===== src/rtl/alu_dec_pkg.sv =====
package alu_dec_pkg;
   typedef enum logic [1:0] {
      CLS_MEM = 2'b00,
      CLS_BEQ = 2'b01,
      CLS_REG = 2'b10,
      CLS_RSV = 2'b11
   } op_class_e;

   typedef enum logic [3:0] {
      ACT_AND = 4'b0000,
      ACT_OR  = 4'b0001,
      ACT_ADD = 4'b0010,
      ACT_SUB = 4'b0110
   } alu_act_e;

   localparam int unsigned ACT_W = 4;
   localparam int unsigned FN_W  = 6;

   localparam logic [FN_W-1:0] FN_ADD = 6'b100000;
   localparam logic [FN_W-1:0] FN_SUB = 6'b100010;
   localparam logic [FN_W-1:0] FN_AND = 6'b100100;
   localparam logic [FN_W-1:0] FN_OR  = 6'b100101;
endpackage


===== src/rtl/alu_act_decode.sv =====
module alu_act_decode
   import alu_dec_pkg::*;
(
   input  logic [1:0]      cls,
   input  logic [FN_W-1:0] fn,
   output alu_act_e        act,
   output logic            bad
);
   always_comb begin
      act = ACT_ADD;
      bad = 1'b0;
      unique case (op_class_e'(cls))
         CLS_MEM: act = ACT_ADD;
         CLS_BEQ: act = ACT_SUB;
         CLS_REG: begin
            unique case (fn)
               FN_ADD:  act = ACT_ADD;
               FN_SUB:  act = ACT_SUB;
               FN_AND:  act = ACT_AND;
               FN_OR:   act = ACT_OR;
               default: begin
                  act = ACT_ADD;
                  bad = 1'b1;
               end
            endcase
         end
         default: begin
            act = ACT_ADD;
            bad = 1'b1;
         end
      endcase
   end

   // a fixed class never reports an illegal combination
   always_comb begin
      if (cls == 2'b00 || cls == 2'b01) begin
         a_r1_fixed_class_legal: assert (!bad);
      end
   end
endmodule


===== src/rtl/alu_core.sv =====
module alu_core
   import alu_dec_pkg::*;
#(
   parameter int unsigned DATA_W       = 64,
   parameter bit          SHARED_ADDER = 1'b1
) (
   input  alu_act_e          act,
   input  logic [DATA_W-1:0] a,
   input  logic [DATA_W-1:0] b,
   output logic [DATA_W-1:0] y,
   output logic              is_zero
);
   localparam int unsigned PAD_W = DATA_W - 1;

   logic [DATA_W-1:0] arith;
   logic              do_sub;

   assign do_sub = (act == ACT_SUB);

   generate
      if (SHARED_ADDER) begin : g_shared
         // one carry chain: subtract as A + ~B + 1
         logic [DATA_W-1:0] b_eff;
         assign b_eff = b ^ {DATA_W{do_sub}};
         assign arith = a + b_eff + {{PAD_W{1'b0}}, do_sub};
      end else begin : g_split
         logic [DATA_W-1:0] sum_v;
         logic [DATA_W-1:0] dif_v;
         assign sum_v = a + b;
         assign dif_v = a - b;
         assign arith = do_sub ? dif_v : sum_v;
      end
   endgenerate

   always_comb begin
      unique case (act)
         ACT_AND: y = a & b;
         ACT_OR:  y = a | b;
         default: y = arith;
      endcase
   end

   assign is_zero = ~|y;
endmodule


===== src/rtl/alu_ex_unit.sv =====
module alu_ex_unit
   import alu_dec_pkg::*;
#(
   parameter int unsigned DATA_W       = 64,
   parameter bit          SHARED_ADDER = 1'b1
) (
   input  logic              clk,
   input  logic              rst,
   input  logic [1:0]        op_class,
   input  logic [5:0]        funct,
   input  logic [DATA_W-1:0] opnd_a,
   input  logic [DATA_W-1:0] opnd_b,
   output logic [3:0]        act_q,
   output logic [DATA_W-1:0] res_q,
   output logic              zero_q,
   output logic              illegal_q
);
   generate
      if (DATA_W < 8) begin : g_bad_width
         $error("alu_ex_unit: DATA_W must be at least 8");
      end
      if (ACT_W != 4 || FN_W != 6) begin : g_bad_codes
         $error("alu_ex_unit: action/function code widths are fixed at 4/6");
      end
   endgenerate

   alu_act_e          act_c;
   logic              bad_c;
   logic [DATA_W-1:0] y_c;
   logic              z_c;

   alu_act_decode i_dec (
      .cls (op_class),
      .fn  (funct),
      .act (act_c),
      .bad (bad_c)
   );

   alu_core #(
      .DATA_W       (DATA_W),
      .SHARED_ADDER (SHARED_ADDER)
   ) i_core (
      .act     (act_c),
      .a       (opnd_a),
      .b       (opnd_b),
      .y       (y_c),
      .is_zero (z_c)
   );

   always_ff @(posedge clk) begin
      if (rst) begin
         act_q     <= '0;
         res_q     <= '0;
         zero_q    <= 1'b0;
         illegal_q <= 1'b0;
      end else begin
         act_q     <= act_c;
         res_q     <= y_c;
         zero_q    <= z_c;
         illegal_q <= bad_c;
      end
   end

   // reset clears every registered output
   a_r9_reset_clears: assert property (@(posedge clk)
      $past(rst) |-> (act_q == 4'b0000 && res_q == '0 && !zero_q && !illegal_q));

   // memory class decodes to add
   a_r1_mem_is_add: assert property (@(posedge clk) disable iff (rst)
      (!$past(rst) && $past(op_class) == 2'b00) |-> (act_q == 4'b0010 && !illegal_q));

   // branch class decodes to subtract
   a_r2_beq_is_sub: assert property (@(posedge clk) disable iff (rst)
      (!$past(rst) && $past(op_class) == 2'b01) |-> (act_q == 4'b0110 && !illegal_q));

   // zero flag agrees with the registered result
   a_r5_zero_matches: assert property (@(posedge clk) disable iff (rst)
      !$past(rst) |-> (zero_q == (res_q == '0)));

   // reserved class is flagged and falls back to add
   a_r7_rsv_flagged: assert property (@(posedge clk) disable iff (rst)
      (!$past(rst) && $past(op_class) == 2'b11) |-> (illegal_q && act_q == 4'b0010));

   // an add result appears one cycle after its operands
   a_r8_add_latency: assert property (@(posedge clk) disable iff (rst)
      (!$past(rst) && $past(op_class) == 2'b00)
         |-> (res_q == $past(opnd_a) + $past(opnd_b)));
endmodule


===== config.mk =====
export PLATFORM = sky130hd
export DESIGN_NAME = alu_ex_unit
export DESIGN_NICKNAME = d
export VERILOG_FILES = /design/src/rtl/alu_dec_pkg.sv /design/src/rtl/alu_act_decode.sv /design/src/rtl/alu_core.sv /design/src/rtl/alu_ex_unit.sv
export SDC_FILE = /design/constraint.sdc
export NUM_CORES = 1
export LEC_CHECK = 0
export BUFFER_PORTS_ARGS = -buffer_cell sky130_fd_sc_hd__buf_2
export CELL_PAD_IN_SITES_DETAIL_PLACEMENT = 0
export CELL_PAD_IN_SITES_GLOBAL_PLACEMENT = 2
export CORE_UTILIZATION = 31
export DETAILED_ROUTE_END_ITERATION = 10
export HOLD_SLACK_MARGIN = 0.12
export PLACE_DENSITY = 0.86
export SLEW_MARGIN = 10
export SYNTH_ARGS = -nofsm -noshare
export SYNTH_HDL_FRONTEND = slang
export SYNTH_HIERARCHICAL = 1
export SYNTH_SLANG_ARGS = --single-unit
export TNS_END_PERCENT = 10

===== constraint.sdc =====
create_clock -name clk -period 10.9 [get_ports clk]
set_input_delay 2.18 -clock clk [delete_from_list [all_inputs] [get_ports clk]]
set_output_delay 2.18 -clock clk [all_outputs]
set_load 0.02 [all_outputs]

# Word-level counts from Yosys, hierarchy flattened
# Cells that the tools add are included.
# Widths: inputs -> output; s select.
[op_classes] n_reduce_logical=6 n_addsub=2 bitwise_logic=3 n_mux=5 n_eq_ne=8
[ops] operator="$pmux 64 s2" n=1
[ops] operator="$add 64x1->64" n=1
[ops] operator="$add 64x64->64" n=1
[ops] operator="$and 64x64->64" n=1
[ops] operator="$or 64x64->64" n=1
[ops] operator="$reduce_or 64->1" n=1
[ops] operator="$xor 64x64->64" n=1
[ops] operator="$eq 6x6->1 const B" n=4
[ops] operator="$pmux 3 s3" n=1
[ops] operator="$pmux 4 s2" n=1
[ops] operator="$eq 4x1->1 const B" n=1
[ops] operator="$eq 4x3->1 const B" n=1
[ops] operator="$logic_not 4->1" n=1
[ops] operator="$reduce_or 4->1" n=1
[ops] operator="$eq 2x1->1 const B" n=1
[ops] operator="$eq 2x2->1 const B" n=1
[ops] operator="$logic_not 2->1" n=1
[ops] operator="$pmux 1 s2" n=1
[ops] operator="$reduce_or 2->1" n=1
[ops] operator="$logic_not 1->1" n=1
[ops] operator="$mux 1" n=1
[word_totals] input_bits=138 elab_cells=28 out_inout_bits=70 regBits=70

# Longest topological paths before layout
# Gate-level depths: netlist of the first run.
[depth] ltp_word=10 ltp_mapped=27 depth_no_buf=21

# Modules after synthesis
# Netlist of the first run, hierarchy kept.
[by_module_without_submodules] mod="alu_core" seq_area_each_um2=0.0 instances=1 area_each_um2=6495.0 cells_each=998
[by_module_without_submodules] mod="alu_ex_unit" seq_area_each_um2=1401.3 instances=1 area_each_um2=1874.3 cells_each=147
[by_module_without_submodules] mod="alu_act_decode" seq_area_each_um2=0.0 instances=1 area_each_um2=155.1 cells_each=19

# Least setup slack after synthesis of the first run
# Ideal clock, no wire load.
[synth_timing] path_kind="input -> register" startpoint="input port op_class[0]" endpoint="register zero_q" t_arrival_ns=8.241 slack_ns=2.594 setup_ns=0.065 t_required_ns=10.835 cell_stages=27 n_path_buf=7 path_cell_list="inv_1 > ha_1 > and4bb_1 > and4_1 > buf_2 > clkbuf_1 > clkbuf_1 > buf_1 > or4bb_1 > clkbuf_1 > buf_1 > xnor2_1 > ha_1 > clkbuf_1 > nand4_1 > or3_1 > o32ai_1 > o31ai_1 > o211ai_1 > xnor2_1 > o21ai_1 > a2111o_1 > or4bb_1 > nor4b_1 > nand4_1 > nor3_2 > nor2b_1"
[synth_via] elab_chain_len=9 word_cells_on_any_way=12 classes_between="2 x add/sub; 4 x eq/ne; 2 x mux; 1 x bitwise; 3 x reduce/logical"
[synth_lines] item="from (decl)" line_no="alu_ex_unit.sv:9" text="input logic [1:0] op_class,"
[synth_lines] item="$eq 2x2->1 / $eq 2x1->1 (equally long branches)"
[synth_lines] item="$pmux 4 s2 *" line_no="alu_act_decode.sv:12" text="unique case (op_class_e'(cls))"
[synth_lines] item="via act_c[0]" line_no="alu_ex_unit.sv:27" text="alu_act_e act_c;"
[synth_lines] item="$eq 4x3->1" line_no="alu_core.sv:18" text="assign do_sub = (act == ACT_SUB);"
[synth_lines] item="$xor 64x64->64" line_no="alu_core.sv:24" text="assign b_eff = b ^ {DATA_W{do_sub}};"
[synth_lines] item="$add 64x64->64" line_no="alu_core.sv:25" text="assign arith = a + b_eff + {{PAD_W{1'b0}}, do_sub};"
[synth_lines] item="$add 64x1->64" line_no="alu_core.sv:25"
[synth_lines] item="$pmux 64 s2 *" line_no="alu_core.sv:36" text="unique case (act)"
[synth_lines] item="via y_c[37]" line_no="alu_ex_unit.sv:29" text="logic [DATA_W-1:0] y_c;"
[synth_lines] item="$reduce_or 64->1 *" line_no="alu_core.sv:43" text="assign is_zero = ~|y;"
[synth_lines] item="$logic_not 1->1 *" line_no="alu_core.sv:43"
[synth_lines] item="via z_c" line_no="alu_ex_unit.sv:30" text="logic z_c;"
[synth_lines] item="to (signal assigned)" line_no="alu_ex_unit.sv:59" text="zero_q <= z_c;"
[synth_lines] item="to (decl)" line_no="alu_ex_unit.sv:15" text="output logic zero_q,"
# The timed path passes the listed nets; every way through them passes the cells marked *.
# A chain may end at the register's enable or synchronous reset.

# Final worst setup path of the first run
[layout_timing] startpoint="input port op_class[0]" endpoint="register zero_q"
[layout_via] elab_chain_len=9 word_cells_on_any_way=12 classes_between="2 x add/sub; 4 x eq/ne; 2 x mux; 1 x bitwise; 3 x reduce/logical"
[layout_lines] item="$eq 2x2->1 / $eq 2x1->1 (equally long branches)"
[layout_lines] item="$pmux 4 s2 *" line_no="alu_act_decode.sv:12"
[layout_lines] item="via act_c[0]" line_no="alu_ex_unit.sv:27"
[layout_lines] item="$eq 4x3->1" line_no="alu_core.sv:18"
[layout_lines] item="$xor 64x64->64" line_no="alu_core.sv:24"
[layout_lines] item="$add 64x64->64" line_no="alu_core.sv:25"
[layout_lines] item="$add 64x1->64" line_no="alu_core.sv:25"
[layout_lines] item="$pmux 64 s2 *" line_no="alu_core.sv:36"
[layout_lines] item="$reduce_or 64->1 *" line_no="alu_core.sv:43"
[layout_lines] item="$logic_not 1->1 *" line_no="alu_core.sv:43"
[layout_lines] item="via z_c" line_no="alu_ex_unit.sv:30"
# Marked as above.

==> results of run 1 <==
[cell usage in the layout (no fill, tap or decap), types with 10 or more instances in the layout]
master,n
nor2_1,78
o21a_1,10
ha_1,68
nor4_1,10
dfxtp_1,70
nand4_1,27
maj3_1,53
xnor2_1,85
inv_1,25
nor2b_1,75
or3_1,13
a21o_1,30
nand2_1,122
a31oi_1,11
a21oi_1,106
nor3_1,22
o21ai_0,87
nand3_1,20
buf_2,207
o21bai_1,11
xor2_1,24
[power groups by stage]
stage	Sequential (mW)	Combinational (mW)	Clock (mW)
after CTS	0.307	0.672	0.346
after global placement	0.312	0.675	0
final	0.306	0.676	0.339
after floorplan	0.366	0.396	0
after global routing	0.310	0.737	0.357
after detailed placement	0.312	0.668	0
[cell usage after synthesis, drive strengths merged (6+ instances only)]
cell type	number	area, um2
ha	68	851
nor2	79	299
or3	14	87.6
clkbuf	40	150
a21oi	106	531
a211oi	12	105
nor2b	75	469
xnor2	85	744
a21o	30	225
xor2	24	210
inv	25	93.8
nand2	122	458
o31ai	9	67.6
o21ai	95	475
or4	6	45.0
nor4	11	75.1
nand4	27	169
a31oi	11	68.8
maj3	53	531
o21a	10	75.1
nor3	24	125
nand3	20	100
a211o	7	61.3
o21bai	11	82.6
buf	23	114
nor3b	7	52.6
dfxtp	70	1400
[cell families (layout without fill, tap and decap cells)]
logic type	Yosys count	after routing	synth area share, %
xor+xnor	109	109	11.2
mux	3	3	0.352
fa+ha+maj	122	122	16.4
other cells	1	2	0.0440
flops	70	70	16.4
simple gates	426	426	26.0
buf+inv	88	254	4.20
compound gates	345	345	25.3
[layer usage]
layer | global-route usage, % | share of wire [%] | up-vias
met5 | 0 | 0 | -
met4 | 7.62 | 2.7 | 0
met3 | 3.22 | 5.2 | 41
met2 | 37.7 | 46 | 332
met1 | 30.4 | 46 | 4212
li1 | - | - | 4547
[metrics by stage]
step           power, mW  hold WS, ns  instance area, um2
6_report            1.32         2.30               10100
5_1_grt             1.40         2.33               10100
4_1_cts             1.32         2.29               10100
3_5_place_dp       0.980         2.59                9780
3_3_place_gp       0.987         2.60                9780
2_1_floorplan      0.763         2.44                8520
[cell type report]
type | count | share of cell area, %
repair buffers | 213 | 10.7
inverters | 25 | 0.929
flip-flops and latches | 70 | 13.9
multi-input cells | 1006 | 67.1
diodes | 1 | 0.0248
well taps | 341 | 4.22
clock buffers | 9 | 2.23
clock inverters | 7 | 0.966
[worst min path at each step]
stage                     startpoint         to  slack (ns)
after floorplan                  rst     zero_q        2.44
after global placement     res_q[57]  res_q[57]        2.60
after detailed placement   res_q[55]  res_q[55]        2.59
after CTS                   funct[0]  illegal_q        2.29
after global routing        funct[0]  illegal_q        2.33
final                       funct[0]  illegal_q        2.30
[state kept, by name, summed over array words and instances (netlist names)]
register	flops
illegal_q	1
zero_q	1
act_q	4
res_q	64
==> impl_metrics.toml, run 1 <==
[status]
status = "complete, no violations"

[global_routing]
grt_pass1_wl_um = 50200
grt_overflow = 0
grt_max_degree = 72
first_global_vias = 8929
antenna_found_initial = 1
grt_usage_pct = 22.8

[power]
p_seq_share_pct = 23.2
swShare_pct = 42.9
power_density_nw_per_um2 = 131
p_clk_share_pct = 25.7
p_int_uw = 755
ir_drop_uv = 63.7
p_comb_share_pct = 51.2
leakage_nw = 4.27
switchingPower_uw = 567

[synth]
syn_area_um2 = 8520
synth-edff-count = 0
yosys_warnings = 6
ys_async_sr_fraction_pct = 0
synth-main-ff-cell = "dfxtp_1"
syn_avg_cell_area_um2 = 7.32
synth_seq_cells = 70
syn-num-nets = 1371
ys_seq_area_share_pct = 16.4
ys_types = 78
syn_inst = 1164

[cts]
holdBufCountCts = 0
ctsResizeCount = 0
path_clk_slew_ns = 0.06
cts_made_buffers = 9
h-tree-depth = 3
cts_tree = "done"
cts_max_path_buffers = 2
cts_sinks = 70
post_cts_buffers = 0
clockRootBuffer = "clkbuf_16"

[critical_path]
critPathBufInv = 3
crit_arrival_ns = 8.79
crit_slowest_cell = "or4bb_4"
critical_path_class = "input pin to flop"
crit_family = "simple AND/OR/NAND/NOR gates"
cp-startpoint = "op_class[0]"
cp.depth = 22
worstPathMaxFanout = 36
crit_required_ns = 11.18
crit_path_start_kind = "input pin"
critPathCapture = "zero_q"
crit_chain = "buf_2, inv_1, ha_1, and4bb_1, and4_2, or4bb_4, xnor2_1, inv_1, fa_1, nand2b_1, a211oi_2, o21ai_1, o31ai_1, a21oi_1, xnor2_1, a211o_1, or4_1, or4_1, nor4_1, nand4_1, nor3_2, nor2b_1"
max_stage_delay_ns = 0.95
crit_path_end_kind = "flop"

[timing]
max_slew_margin_pct = 43.1
report.final.hold_viol_count = 0
setup_slack_ns = 2.39
fin_setup_tns_ns = 0
slew_violations = 0
grt_setup_unrepaired = "false"
setup_viol = 0
fmaxAchievable_mhz = 117
worstMarginPinSlew_ns = 0.842
min_period_ns = 8.51
finalCritPeriodShare_pct = 78.1

[placement]
gp_congestion = 0.922
dp_slack_ns = 2.07
dp_hpwl_um = 25800
dpl.cell_count = 1655
io_buffers = 207

[layout]
final_cells = 1672
areaGrowthSynthToFinish_pct = 18.5
utilization_pct = 37.5
nets = 1532
multi_input_area_um2 = 6780
ff_latch_area_um2 = 1400
drive_gt1_share_pct = 18.6
n_fill_cell = 2915

[floorplan]
die-area_um2 = 28200
dieHeight_um = 168
start_util_pct = 31.6
die_w_um = 168
io_pins = 208
rows = 60
core_um2 = 27000

[worst_hold_path]
hold_path.class = "input pin to flop"
hold_depth = 4

[routing]
drt_pre_antenna_iters = 7
wl_um = 32600
drc_errors = 0
drtIter0Drc = 596
routedWlPerCell_um = 19.5
ant_nets = 0
vias_per_cell = 5.46
vias = 9132

[flow_run]
cap_violations = 0
No activity file was read; power rests on OpenSTA's default activity.
==> run 2, diff against run 1 <==
--- a/config.mk
+++ b/config.mk
@@ -5,13 +5,14 @@
 export SDC_FILE = /design/constraint.sdc
 export NUM_CORES = 1
 export LEC_CHECK = 0
+export ABC_AREA = 1
 export BUFFER_PORTS_ARGS = -buffer_cell sky130_fd_sc_hd__buf_2
 export CELL_PAD_IN_SITES_DETAIL_PLACEMENT = 0
 export CELL_PAD_IN_SITES_GLOBAL_PLACEMENT = 2
-export CORE_UTILIZATION = 31
+export CORE_UTILIZATION = 25
 export DETAILED_ROUTE_END_ITERATION = 10
 export HOLD_SLACK_MARGIN = 0.12
-export PLACE_DENSITY = 0.86
+export PLACE_DENSITY = 0.81
 export SLEW_MARGIN = 10
 export SYNTH_ARGS = -nofsm -noshare
 export SYNTH_HDL_FRONTEND = slang
==> constraint.sdc (replaced) <==
create_clock -name clk -period 7.3 [get_ports clk]
set_input_delay 1.46 -clock clk [delete_from_list [all_inputs] [get_ports clk]]
set_output_delay 1.46 -clock clk [all_outputs]
set_load 0.02 [all_outputs]
==> run 2 against run 1 <==
Net effect:
- design area grew 20%
- non-clock buffer count is 1 higher
- final cell count grew 60%
- worst setup slack lost 1.1 ns
- global-route usage decreased by 0.56 points
- sequential cell count unchanged
- largest power group unchanged
==> impl_metrics.toml, run 2 <==
[cts]
clockRootBuffer = "clkbuf_16"
h-tree-depth = 3
path_clk_slew_ns = 0.05
cts_tree = "done"
holdBufCountCts = 0
ctsResizeCount = 0
cts_max_path_buffers = 2
post_cts_buffers = 0
cts_made_buffers = 9
cts_sinks = 70

[critical_path]
critical_path_class = "input pin to flop"
worstPathMaxFanout = 44
crit_path_start_kind = "input pin"
crit_path_end_kind = "flop"
max_stage_delay_ns = 0.44
crit_arrival_ns = 6.26
crit_required_ns = 7.57
crit_slowest_cell = "ha_1"

[synth]
synth_most_common_cell = "nand2_1"
syn_avg_cell_area_um2 = 5.24
synth-main-ff-cell = "dfxtp_1"
synth_compound_area_share_pct = 10.4
ys_async_sr_fraction_pct = 0
syn-num-nets = 2169
synth-simple-area-share_pct = 44.9
synth_xor_area_share_pct = 5.62
syn_area_um2 = 10300
synth_seq_cells = 70
ys_types = 43
syn_inst = 1962
synth_top_area_share_pct = 22.3
ys_seq_area_share_pct = 13.6
synth_fa_ha_area_share_pct = 8.57
muxShareOfSynthArea_pct = 0
synthTopCellsByCount = "610 x nand2_1, 393 x inv_1, 313 x nor2_1"
synth_top_family_by_area = "simple AND/OR/NAND/NOR gates"
synth.top_cells.by_area = "nand2_1 22%, inv_1 14%, dfxtp_1 14%"
yosysTopAreaCell = "nand2_1"
synth-edff-count = 0
yosys_warnings = 6

[power]
leakage_nw = 7.21
ir_drop_uv = 82.6
power_density_nw_per_um2 = 170
p_total_mw = 2.06

[global_routing]
first_global_vias = 11500
grt_usage_pct = 22.2
grt_pass1_wl_um = 69000
antenna_found_initial = 0
grt_max_degree = 71
grt_overflow = 0

[floorplan]
io_pins = 208
start_util_pct = 25.6
dieHeight_um = 205
rows = 73
die_w_um = 205
core_um2 = 40100
die-area_um2 = 41900

[layout]
mostFrequentLayoutCell = "nand2_1"
largest_reg_flops = 64
nets = 2357
diodes = 0
n_fill_cell = 4750
reg.largest.list = "res_q: 64 flops, act_q: 4 flops"
largest-register = "res_q"
final_cell_mix = "609 x nand2_1, 393 x inv_1, 312 x nor2_1"
drive_gt1_share_pct = 12.2
areaGrowthSynthToFinish_pct = 18.1

[placement]
io_buffers = 207
dp_slack_ns = 0.941
dp_hpwl_um = 40400
gp_congestion = 0.929

[routing]
ant_nets = 0
routedWlPerCell_um = 17.5
wl_um = 46800
drt_pre_antenna_iters = 5
drtIter0Drc = 1005
vias_per_cell = 4.61
vias = 12300
drc_errors = 0

[timing]
setup_slack_ns = 1.31
fin_setup_tns_ns = 0
slew_violations = 0
fmaxAchievable_mhz = 167
report.final.hold_viol_count = 0
finalCritPeriodShare_pct = 82.1
max_slew_margin_pct = 33.3
grt_setup_unrepaired = "false"
min_period_ns = 5.99
worstMarginPinSlew_ns = 0.999
setup_viol = 0

[status]
status = "complete, no violations"

[flow_run]
cap_violations = 0

[worst_hold_path]
hold_path.class = "input pin to flop"
==> run 2: changes by cell type after synthesis, moves of 15 or more <==
cell	before	now
a21o_1	30	1
xor2_1	24	9
nor2b_1	75	0
nand2_1	122	610
a31oi_1	11	37
maj3_1	53	1
nand3_1	20	120
inv_1	25	393
clkbuf_1	40	7
nor2_1	78	313
a21oi_1	106	84
o21ai_0	87	44
xnor2_1	85	57
==> run 2: routing by layer <==
layer | track usage, % | vias up | wire, um
met5 | 0 | - | 0
met4 | 5.73 | 0 | 909
met3 | 1.96 | 41 | 2860
met2 | 32.9 | 362 | 19100
met1 | 33.8 | 5584 | 23900
li1 | - | 6362 | -
==> run 2: layout make-up <==
type                    instances  area, um2  share of cell area, %
clock buffers                  13        250                   2.06
clock inverters                 3       67.6                  0.557
inverters                     400       1500                   12.4
multi-input cells            1455       7160                   59.0
flip-flops and latches         70       1400                   11.5
well taps                     525        657                   5.41
repair buffers                214       1100                   9.07
==> run 2: critical path: cells and delay by family <==
kind | cells | cell delay, ns
simple gates | 20 | 2.83
xor+xnor | 1 | 0.17
buf+inv | 5 | 0.66
compound gates | 1 | 0.35
fa+ha+maj | 2 | 0.77
==> run 2: worst paths after layout <==
path                   startpoint   endpoint  slack (ns)  cells past startpoint
worst max-delay path  op_class[1]     zero_q        1.31                     29
worst min-delay path   opnd_a[55]  res_q[55]        1.54                      5
==> run 2: report_power, final <==
| part | internal (mW) | switching (mW) | total [mW] | leakage [nW] |
|---|---|---|---|---|
| sequential | 0.436 | 0.0114 | 0.448 | 0.583 |
| combinational | 0.347 | 0.804 | 1.15 | 6.48 |
| clock | 0.308 | 0.151 | 0.460 | 0.150 |
| total | 1.09 | 0.967 | 2.06 | 7.21 |
==> run 2: metrics by stage <==
stage	instance area, um2	hold slack (ns)	util (%)	std cells
global placement	11800	1.88	29.5	2664
detailed placement	11800	1.88	29.5	2664
floorplan	10300	1.69	-	1962
global route	12100	1.57	30.3	2680
CTS	12100	1.53	30.3	2680
finish	12100	1.54	30.3	2680
==> run 2: logic make-up after synthesis <==
kind of cell,count (synthesis)
buffers and inverters,437
and+or+nand+nor,1125
other,1
AOI/OAI and AO/OA,193
DFF,70
adders and majority gates,70
xor gates and xnor gates,66
